### config.mk
export PLATFORM = sky130hd
export DESIGN_NAME = waw_issue_interlock
export DESIGN_NICKNAME = d
export VERILOG_FILES = /design/src/rtl/waw_pkg.sv /design/src/rtl/pend_table.sv /design/src/rtl/wb_schedule.sv /design/src/rtl/waw_issue_interlock.sv
export SDC_FILE = /design/constraint.sdc
export NUM_CORES = 1
export LEC_CHECK = 0
export BUFFER_PORTS_ARGS = -buffer_cell sky130_fd_sc_hd__buf_2
export CAP_MARGIN = 40
export CORE_ASPECT_RATIO = 2
export CORE_MARGIN = 5
export CORE_UTILIZATION = 45
export CTS_BUF_LIST = sky130_fd_sc_hd__clkbuf_8
export DETAILED_ROUTE_END_ITERATION = 12
export PLACE_DENSITY_LB_ADDON = 0.1
export REMOVE_ABC_BUFFERS = 1
export SLEW_MARGIN = 25
export SYNTH_ARGS = -nofsm -noshare
export SYNTH_HDL_FRONTEND = slang
export SYNTH_SLANG_ARGS = --single-unit
### constraint.sdc
create_clock -name clk -period 5.5 [get_ports clk]
set_clock_uncertainty 0.2 [all_clocks]
set_input_delay 1.1 -clock clk [delete_from_list [all_inputs] [get_ports clk]]
set_output_delay 1.1 -clock clk [all_outputs]
set_load 0.01 [all_outputs]
### src/rtl/waw_pkg.sv
package waw_pkg;

    typedef enum logic {
        UNIT_ADD = 1'b0,
        UNIT_MUL = 1'b1
    } unit_e;

endpackage

### src/rtl/pend_table.sv
module pend_table #(
    parameter int NREGS = 32,
    parameter int CNT_W = 3,
    parameter int NQ    = 4,
    localparam int REG_W = $clog2(NREGS)
) (
    input  logic             clk,
    input  logic             rst,
    input  logic             set_en,
    input  logic [REG_W-1:0] set_reg,
    input  logic [CNT_W-1:0] set_val,
    input  logic [REG_W-1:0] qry_reg [NQ],
    output logic [CNT_W-1:0] qry_cnt [NQ]
);

    typedef struct packed {
        logic [NREGS-1:0][CNT_W-1:0] cnt;
    } pend_s;

    pend_s st_d, st_q;

    always_comb begin
        st_d = st_q;
        for (int i = 0; i < NREGS; i++) begin
            if (st_q.cnt[i] != '0) begin
                st_d.cnt[i] = st_q.cnt[i] - 1'b1;
            end
        end
        if (set_en) begin
            st_d.cnt[set_reg] = set_val;
        end
        if (rst) begin
            st_d = '0;
        end
    end

    always_ff @(posedge clk) begin
        st_q <= st_d;
    end

    for (genvar g = 0; g < NQ; g++) begin : g_qry
        assign qry_cnt[g] = st_q.cnt[qry_reg[g]];
    end


    zero_reg_untracked_chk: assert property (@(posedge clk) disable iff (rst)
        set_en |-> (set_reg != '0 && set_val != '0));

endmodule

### src/rtl/wb_schedule.sv
module wb_schedule #(
    parameter int DEPTH = 4,
    parameter int REG_W = 5,
    parameter int CNT_W = 3
) (
    input  logic             clk,
    input  logic             rst,
    input  logic             push_en,
    input  logic [CNT_W-1:0] push_lat,
    input  logic [REG_W-1:0] push_reg,
    input  logic [CNT_W-1:0] chk_lat,
    output logic             chk_busy,
    output logic             wb_valid,
    output logic [REG_W-1:0] wb_reg
);

    typedef struct packed {
        logic             vld;
        logic [REG_W-1:0] r;
    } slot_t;

    typedef struct packed {
        slot_t [DEPTH-1:0] s;
    } sched_s;

    sched_s sch_d, sch_q;

    always_comb begin
        sch_d = '0;
        for (int k = 0; k < DEPTH - 1; k++) begin
            sch_d.s[k] = sch_q.s[k+1];
        end
        for (int k = 0; k < DEPTH; k++) begin
            if (push_en && push_lat == CNT_W'(k + 1)) begin
                sch_d.s[k].vld = 1'b1;
                sch_d.s[k].r   = push_reg;
            end
        end
        if (rst) begin
            sch_d = '0;
        end
    end

    always_ff @(posedge clk) begin
        sch_q <= sch_d;
    end

    always_comb begin
        chk_busy = 1'b0;
        for (int k = 0; k < DEPTH; k++) begin
            if (chk_lat == CNT_W'(k)) begin
                chk_busy = sch_q.s[k].vld;
            end
        end
    end

    assign wb_valid = sch_q.s[0].vld;
    assign wb_reg   = sch_q.s[0].r;

    logic push_clash;
    always_comb begin
        push_clash = 1'b0;
        for (int k = 1; k < DEPTH; k++) begin
            if (push_en && push_lat == CNT_W'(k) && sch_q.s[k].vld) begin
                push_clash = 1'b1;
            end
        end
    end


    wb_port_free_chk: assert property (@(posedge clk) disable iff (rst)
        !push_clash);

endmodule

### src/rtl/waw_issue_interlock.sv
module waw_issue_interlock
    import waw_pkg::*;
#(
    parameter int NREGS   = 32,
    parameter int MUL_LAT = 4,
    parameter int ADD_LAT = 1,
    localparam int REG_W  = $clog2(NREGS),
    localparam int CNT_W  = $clog2(MUL_LAT + 1)
) (
    input  logic             clk,
    input  logic             rst,
    input  logic             in_valid,
    input  logic             in_unit,
    input  logic             in_wr,
    input  logic [REG_W-1:0] in_dst,
    input  logic [REG_W-1:0] in_src_a,
    input  logic [REG_W-1:0] in_src_b,
    output logic             stall,
    output logic             issue,
    output logic             wb_valid,
    output logic [REG_W-1:0] wb_reg
);

    localparam int NQ = 4;

    unit_e            unit_sel;
    logic [CNT_W-1:0] lat_sel;
    logic             wr_real;
    logic             hz_src_a, hz_src_b, hz_waw, hz_port;
    logic             port_busy;
    logic             commit_wr;

    logic [REG_W-1:0] q_reg [NQ];
    logic [CNT_W-1:0] q_cnt [NQ];

    assign q_reg[0] = in_src_a;
    assign q_reg[1] = in_src_b;
    assign q_reg[2] = in_dst;
    assign q_reg[3] = wb_reg;

    assign unit_sel = unit_e'(in_unit);
    assign lat_sel  = (unit_sel == UNIT_MUL) ? CNT_W'(MUL_LAT) : CNT_W'(ADD_LAT);
    assign wr_real  = in_wr && (in_dst != '0);

    // A source waits until its count has run out (the write has landed).
    assign hz_src_a = (in_src_a != '0) && (q_cnt[0] != '0);
    assign hz_src_b = (in_src_b != '0) && (q_cnt[1] != '0);
    // Pending count c means landing c-1 cycles from now; new write must land later.
    assign hz_waw   = wr_real && (lat_sel < q_cnt[2]);
    assign hz_port  = wr_real && port_busy;

    assign stall     = in_valid && (hz_src_a || hz_src_b || hz_waw || hz_port);
    assign issue     = in_valid && !stall;
    assign commit_wr = issue && wr_real;

    pend_table #(
        .NREGS (NREGS),
        .CNT_W (CNT_W),
        .NQ    (NQ)
    ) u_pend (
        .clk     (clk),
        .rst     (rst),
        .set_en  (commit_wr),
        .set_reg (in_dst),
        .set_val (lat_sel),
        .qry_reg (q_reg),
        .qry_cnt (q_cnt)
    );

    wb_schedule #(
        .DEPTH (MUL_LAT),
        .REG_W (REG_W),
        .CNT_W (CNT_W)
    ) u_sched (
        .clk      (clk),
        .rst      (rst),
        .push_en  (commit_wr),
        .push_lat (lat_sel),
        .push_reg (in_dst),
        .chk_lat  (lat_sel),
        .chk_busy (port_busy),
        .wb_valid (wb_valid),
        .wb_reg   (wb_reg)
    );


    stall_needs_valid_chk: assert property (@(posedge clk) disable iff (rst)
        !in_valid |-> !stall);


    wb_youngest_pending_chk: assert property (@(posedge clk) disable iff (rst)
        wb_valid |-> (q_cnt[3] != '0));


    reset_clear_chk: assert property (@(posedge clk)
        rst |=> (!wb_valid && !stall));


    wb_not_zero_reg_chk: assert property (@(posedge clk) disable iff (rst)
        wb_valid |-> (wb_reg != '0));

endmodule

Word level (Yosys, flattened, before mapping)
Index checks and enable logic that the tools add are counted.

operators by class
  add/sub/neg operators = 32
  magnitude comparators = 5
  equality and inequality tests = 4
  muxes and demuxes = 51
  bitwise gates (word level) = 1
  reductions and logical operators = 56

operators by type and width
  operator               count
  $mux W3                37
  $reduce_bool A3 Y1     34
  $bwmux W96             1
  $mux W96               1
  $sub A3 B1 Y3 const B  32
  $bmux W3 S5            3
  $mux W6                4
  $lt A5 B6 Y1 const B   3
  $demux W3 S5           1
  $reduce_bool A5 Y1     3
  $logic_and A1 B1 Y1    13
  $eq A3 B2 Y1 const B   2
  $ge A5 B1 Y1 const B   1
  $mux W1                4
  $eq A3 B1 Y1 const B   1
  $eq A3 B3 Y1 const B   1
  $logic_not A3 Y1       1
  $logic_or A1 B1 Y1     3
  $lt A3 B3 Y1           1
  $reduce_or A2 Y1       1
  $logic_not A1 Y1       1
  $not A1 Y1             1

storage, ports and cells
  register bits = 120
  bits of input ports = 20
  output and inout bits = 8
  logic and storage cells = 189

Depth between registers and ports, before layout
  depth in word-level cells = 15
  mapped depth = 17
  mapped depth without buffers = 12

Hierarchy
From an unflattened synthesis, not the netlist that was laid out.

second synthesis, totals
  cell total of the unflattened synthesis = 1031
  area total of the unflattened synthesis = 10174.8 um^2

modules (own cells, without submodules)
  module               instances  cells an instance  area an instance (um^2)  sequential area each (um^2)
  pend_table           1          923                9037.4                   1921.8
  wb_schedule          1          88                 994.7                    480.5
  waw_issue_interlock  1          20                 142.6                    0.0

Least setup slack after synthesis
No wires, ideal clock.

  path kind = input to output
  from = input in_dst[0]
  to = output stall
  data arrival time = 4.417 ns
  required time = 4.200 ns
  path slack = -0.217 ns
  stages on the path = 16
  path buffers = 5
  path through = buf_2 > buf_2 > buf_1 > mux4_2 > a221oi_1 > and4b_1 > ha_1 > nand2_1 > a2111oi_0 > a41oi_1 > a31oi_1 > and2_1 > buf_6 > buf_12 > o21ai_1 > and2_1

between the ends
  cells in the longest elaborated chain, start to end = 7
  elaborated cells on any way between the ends = 10
  classes of those cells = 1 x order compare; 2 x mux; 7 x reduce/logical

ends and longest elaborated chain
  item                           RTL line                   source
  start: declaration             waw_issue_interlock.sv:15  input logic [REG_W-1:0] in_dst,
  $bmux W3 S5                    pend_table.sv:42           assign qry_cnt[g] = st_q.cnt[qry_reg[g]];
  $mux W3 (not written as such)  pend_table.sv:42
  $lt A3 B3 Y1                   waw_issue_interlock.sv:49  assign hz_waw = wr_real && (lat_sel < q_cnt[2]);
  $logic_and A1 B1 Y1            waw_issue_interlock.sv:49
  $logic_or A1 B1 Y1             waw_issue_interlock.sv:52  assign stall = in_valid && (hz_src_a || hz_src_b || hz_waw || hz_port);
  $logic_or A1 B1 Y1 (*)         waw_issue_interlock.sv:52
  $logic_and A1 B1 Y1 (*)        waw_issue_interlock.sv:52
  end: declaration               waw_issue_interlock.sv:18  output logic stall,

Mark *: on every way between the ends. The rest lies on a longest branch, timed or not. The select of a mux whose other input is x is not followed.

Final worst setup path
Same ends and word-level chain as after synthesis.

==> impl_metrics.csv <==
group,metric,value,unit
placement,placed_cells,1236,
placement,gp_congestion,1.07,
detailed_routing,wire_per_inst,21.0,microns
clock_network,post-cts-setup-buffers,0,
detailed_routing,num_vias,7064,
sta,relSlewSlack,46.0,%
sta,rsz0062_at_grt,"no",
power,p_per_area,380,nW/um^2
final_layout,largest_register_ffs,96,
detailed_routing,ant_nets,0,
sta,fin_crit_sh,96.5,%
yosys,netlist_instances,979,
clock_network,ctsHoldBuffers,0,
final_layout,area_growth,8.36,%
grt,first_global_vias,7115,
clock_network,htreeDepth,4,
yosys,ys_types,65,
setup_path,required,4.20,ns
die,fp-row-count,73,
yosys,synth_flop_cell,"dfxtp_1",
setup_path,critical_path_class,"input port to output port",
sta,setup_viol,0,
setup_path,critical_path.max_fanout,6,
final_layout,finish.net_count,1110,
clock_network,cts_buffers,17,
die,dieWidth,110,microns
detailed_routing,first_iter_violations,386,
run,maxCapViolations,0,
grt,grt_usage,23.4,%
sta,tightest_slew,0.810,ns
yosys,ys_seq_elements,120,
clock_network,clockBufferDepth,2,
setup_path,end_kind,"output port",
grt,grt_pass1_wl,41700,microns
power,leakage,4.33,nW
hold_path,hp-class,"flop to flop",
clock_network,cts_tree,"built",
placement,dp_hpwl,20200,microns
sta,hold_viol_final,0,
yosys,synth.yosys.warnings,0,
detailed_routing,via_per_inst,5.58,
yosys,synth-edff-count,0,
sta,period_needed,5.31,ns
yosys,yosysSeqAreaShare,26.4,%
sta,slew_violations,0,
die,start_util,45.6,%
final_layout,drive_gt1_share,17.5,%
clock_network,clkLatencyLatePin,0.47,ns
final_layout,antenna_cells,0,
final_layout,stdcell_area,9840,sq um
detailed_routing,dr.pass1.iters,5,
power,irDropWorstVdd,185,uV
setup_path,critPathArrivalTime,4.01,ns
yosys,synth_area,9080,sq um
detailed_routing,drc,0,
status,outcome,"completed",
sta,fmax,188,MHz
clock_network,root_buffer,"clkbuf_8",
setup_path,start_kind,"input port",
final_layout,finalNonFillerCells,1266,
die,die-area,23300,sq um
yosys,synth.avg_cell_area,9.28,sq um
yosys,synthArstFlopShare,0,%
clock_network,cts.sinks,120,
clock_network,path_clk_slew,0.07,ns
detailed_routing,wirelength,26500,microns
grt,grt.overflow.total,0,
placement,dpl-instance-area,9430,sq um
die,pin_count,28,
grt,grt_max_degree,67,
grt,antenna_found_initial,0,
die,core_area,19900,sq um
die,die_height,211,microns
placement,port_buffers,27,
-- Yosys cell counts (9+ instances only) --
library cell / number / area (sq um)
nor3_1: 62 / 310
dfxtp_1: 120 / 2400
inv_1: 134 / 503
xor2_1: 32 / 280
clkbuf_1: 27 / 101
nand2_1: 19 / 71.3
nor2_1: 67 / 251
buf_2: 14 / 70.1
ha_1: 97 / 1210
nand3_4: 28 / 490
nor2b_1: 15 / 93.8
mux4_2: 19 / 428
and3b_1: 13 / 114
and2_1: 9 / 56.3
nand2b_1: 49 / 307
mux2i_1: 57 / 571
a21oi_1: 28 / 140
a211oi_1: 22 / 165
o22ai_1: 9 / 56.3
mux2_4: 28 / 420
nor4_1: 13 / 81.3
o21ai_0: 14 / 70.1
-- layer usage --
layer,global-route usage (%),routed length [microns],up-vias
li1,-,-,3373
met1,24.8,9970,3397
met2,42.8,13900,215
met3,4.44,984,79
met4,14.0,1710,0
met5,0,0,-
-- cell usage in the layout, fill, tap and decap left out, drive strengths merged, types with 4 or more instances in the layout --
master and n:
nor2 67, dfxtp 120, clkinv 4, mux2i 57, inv 136, nand2 19
a2111oi 6, a22oi 4, and3b 13, clkbuf 19, nor4b 6, mux2 31
nor3 62, or2 4, and2 9, nor2b 15, nor3b 8, nand3 31
o21ai 15, o31ai 5, a211oi 22, a21oi 28, mux4 19, or3b 5
buf 57, or3 4, nand2b 49, xor2 32, nor4 13, ha 97
o22ai 9
-- cell families (layout without fill, tap and decap cells) --
kind of cell	after synthesis	in the layout	share of synthesized area, %
AOI/OAI and AO/OA	110	110	8.24
xor gates and xnor gates	32	32	3.08
adders and majority gates	97	97	13.4
buffers and inverters	196	221	9.49
DFF	120	120	26.4
muxes	107	107	16.0
and+or+nand+nor	317	317	23.4
-- repair_timing --
item / CTS / global route
setup endpoints to repair: 0 / 2
gates resized for setup: 0 / 4
endpoints found under the hold margin: 0 / 0
-- critical path, stage by stage --
cell       delay, ns
buf_2           0.20
buf_4           0.19
mux4_2          0.52
a221oi_2        0.31
and4b_1         0.22
ha_1            0.12
nand2_1         0.05
a2111oi_2       0.28
a41oi_1         0.16
a31oi_1         0.23
and2_4          0.20
o21ai_1         0.10
and2_1          0.19
buf_2           0.13
-- stage by stage --
stage | setup WS (ns) | TNS, ns | util, % | hold slack (ns) | total power (W)
floorplan | -1.21 | -20.14 | - | 0.214 | 0.00244
global placement | 0.118 | 0 | 47.4 | 0.218 | 0.00290
detailed placement | 0.0816 | 0 | 47.4 | 0.223 | 0.00292
CTS | 0.0688 | 0 | 49.4 | 0.237 | 0.00377
global route | 0.0361 | 0 | 49.4 | 0.256 | 0.00404
finish | 0.192 | 0 | 49.4 | 0.237 | 0.00374
-- final cells by class --
| class | instances | area, sq um |
|---|---|---|
| flip-flops and latches | 120 | 2400 |
| repair buffers | 57 | 379 |
| well taps | 262 | 328 |
| clock buffers | 19 | 262 |
| inverters | 134 | 503 |
| fillers | 2004 | 10100 |
| clock inverters | 11 | 133 |
| multi-input cells | 663 | 5840 |
-- power breakdown --
| part | internal (W) | leakage (nW) | switching (W) |
|---|---|---|---|
| Sequential | 0.00104 | 0.980 | 0.000252 |
| Combinational | 0.000744 | 3.15 | 0.000875 |
| Clock | 0.000459 | 0.206 | 0.000373 |
| Total | 0.00224 | 4.33 | 0.00150 |
-- worst paths after layout --
check / endpoint / startpoint / slack (ns) / depth (start not counted)
worst max-delay path: stall / in_dst[0] / 0.19 / 14
worst min-delay path: u_sched.sch_q[17]$_SDFF_PP0_ / u_sched.sch_q[23]$_SDFF_PP0_ / 0.24 / 1
worst max register to register: u_pend.st_q[75]$_SDFF_PP0_ / u_pend.st_q[50]$_SDFF_PP0_ / 1.52 / 9
worst min register to register: u_sched.sch_q[17]$_SDFF_PP0_ / u_sched.sch_q[23]$_SDFF_PP0_ / 0.24 / 1
Power figures use the tool's default switching activity.
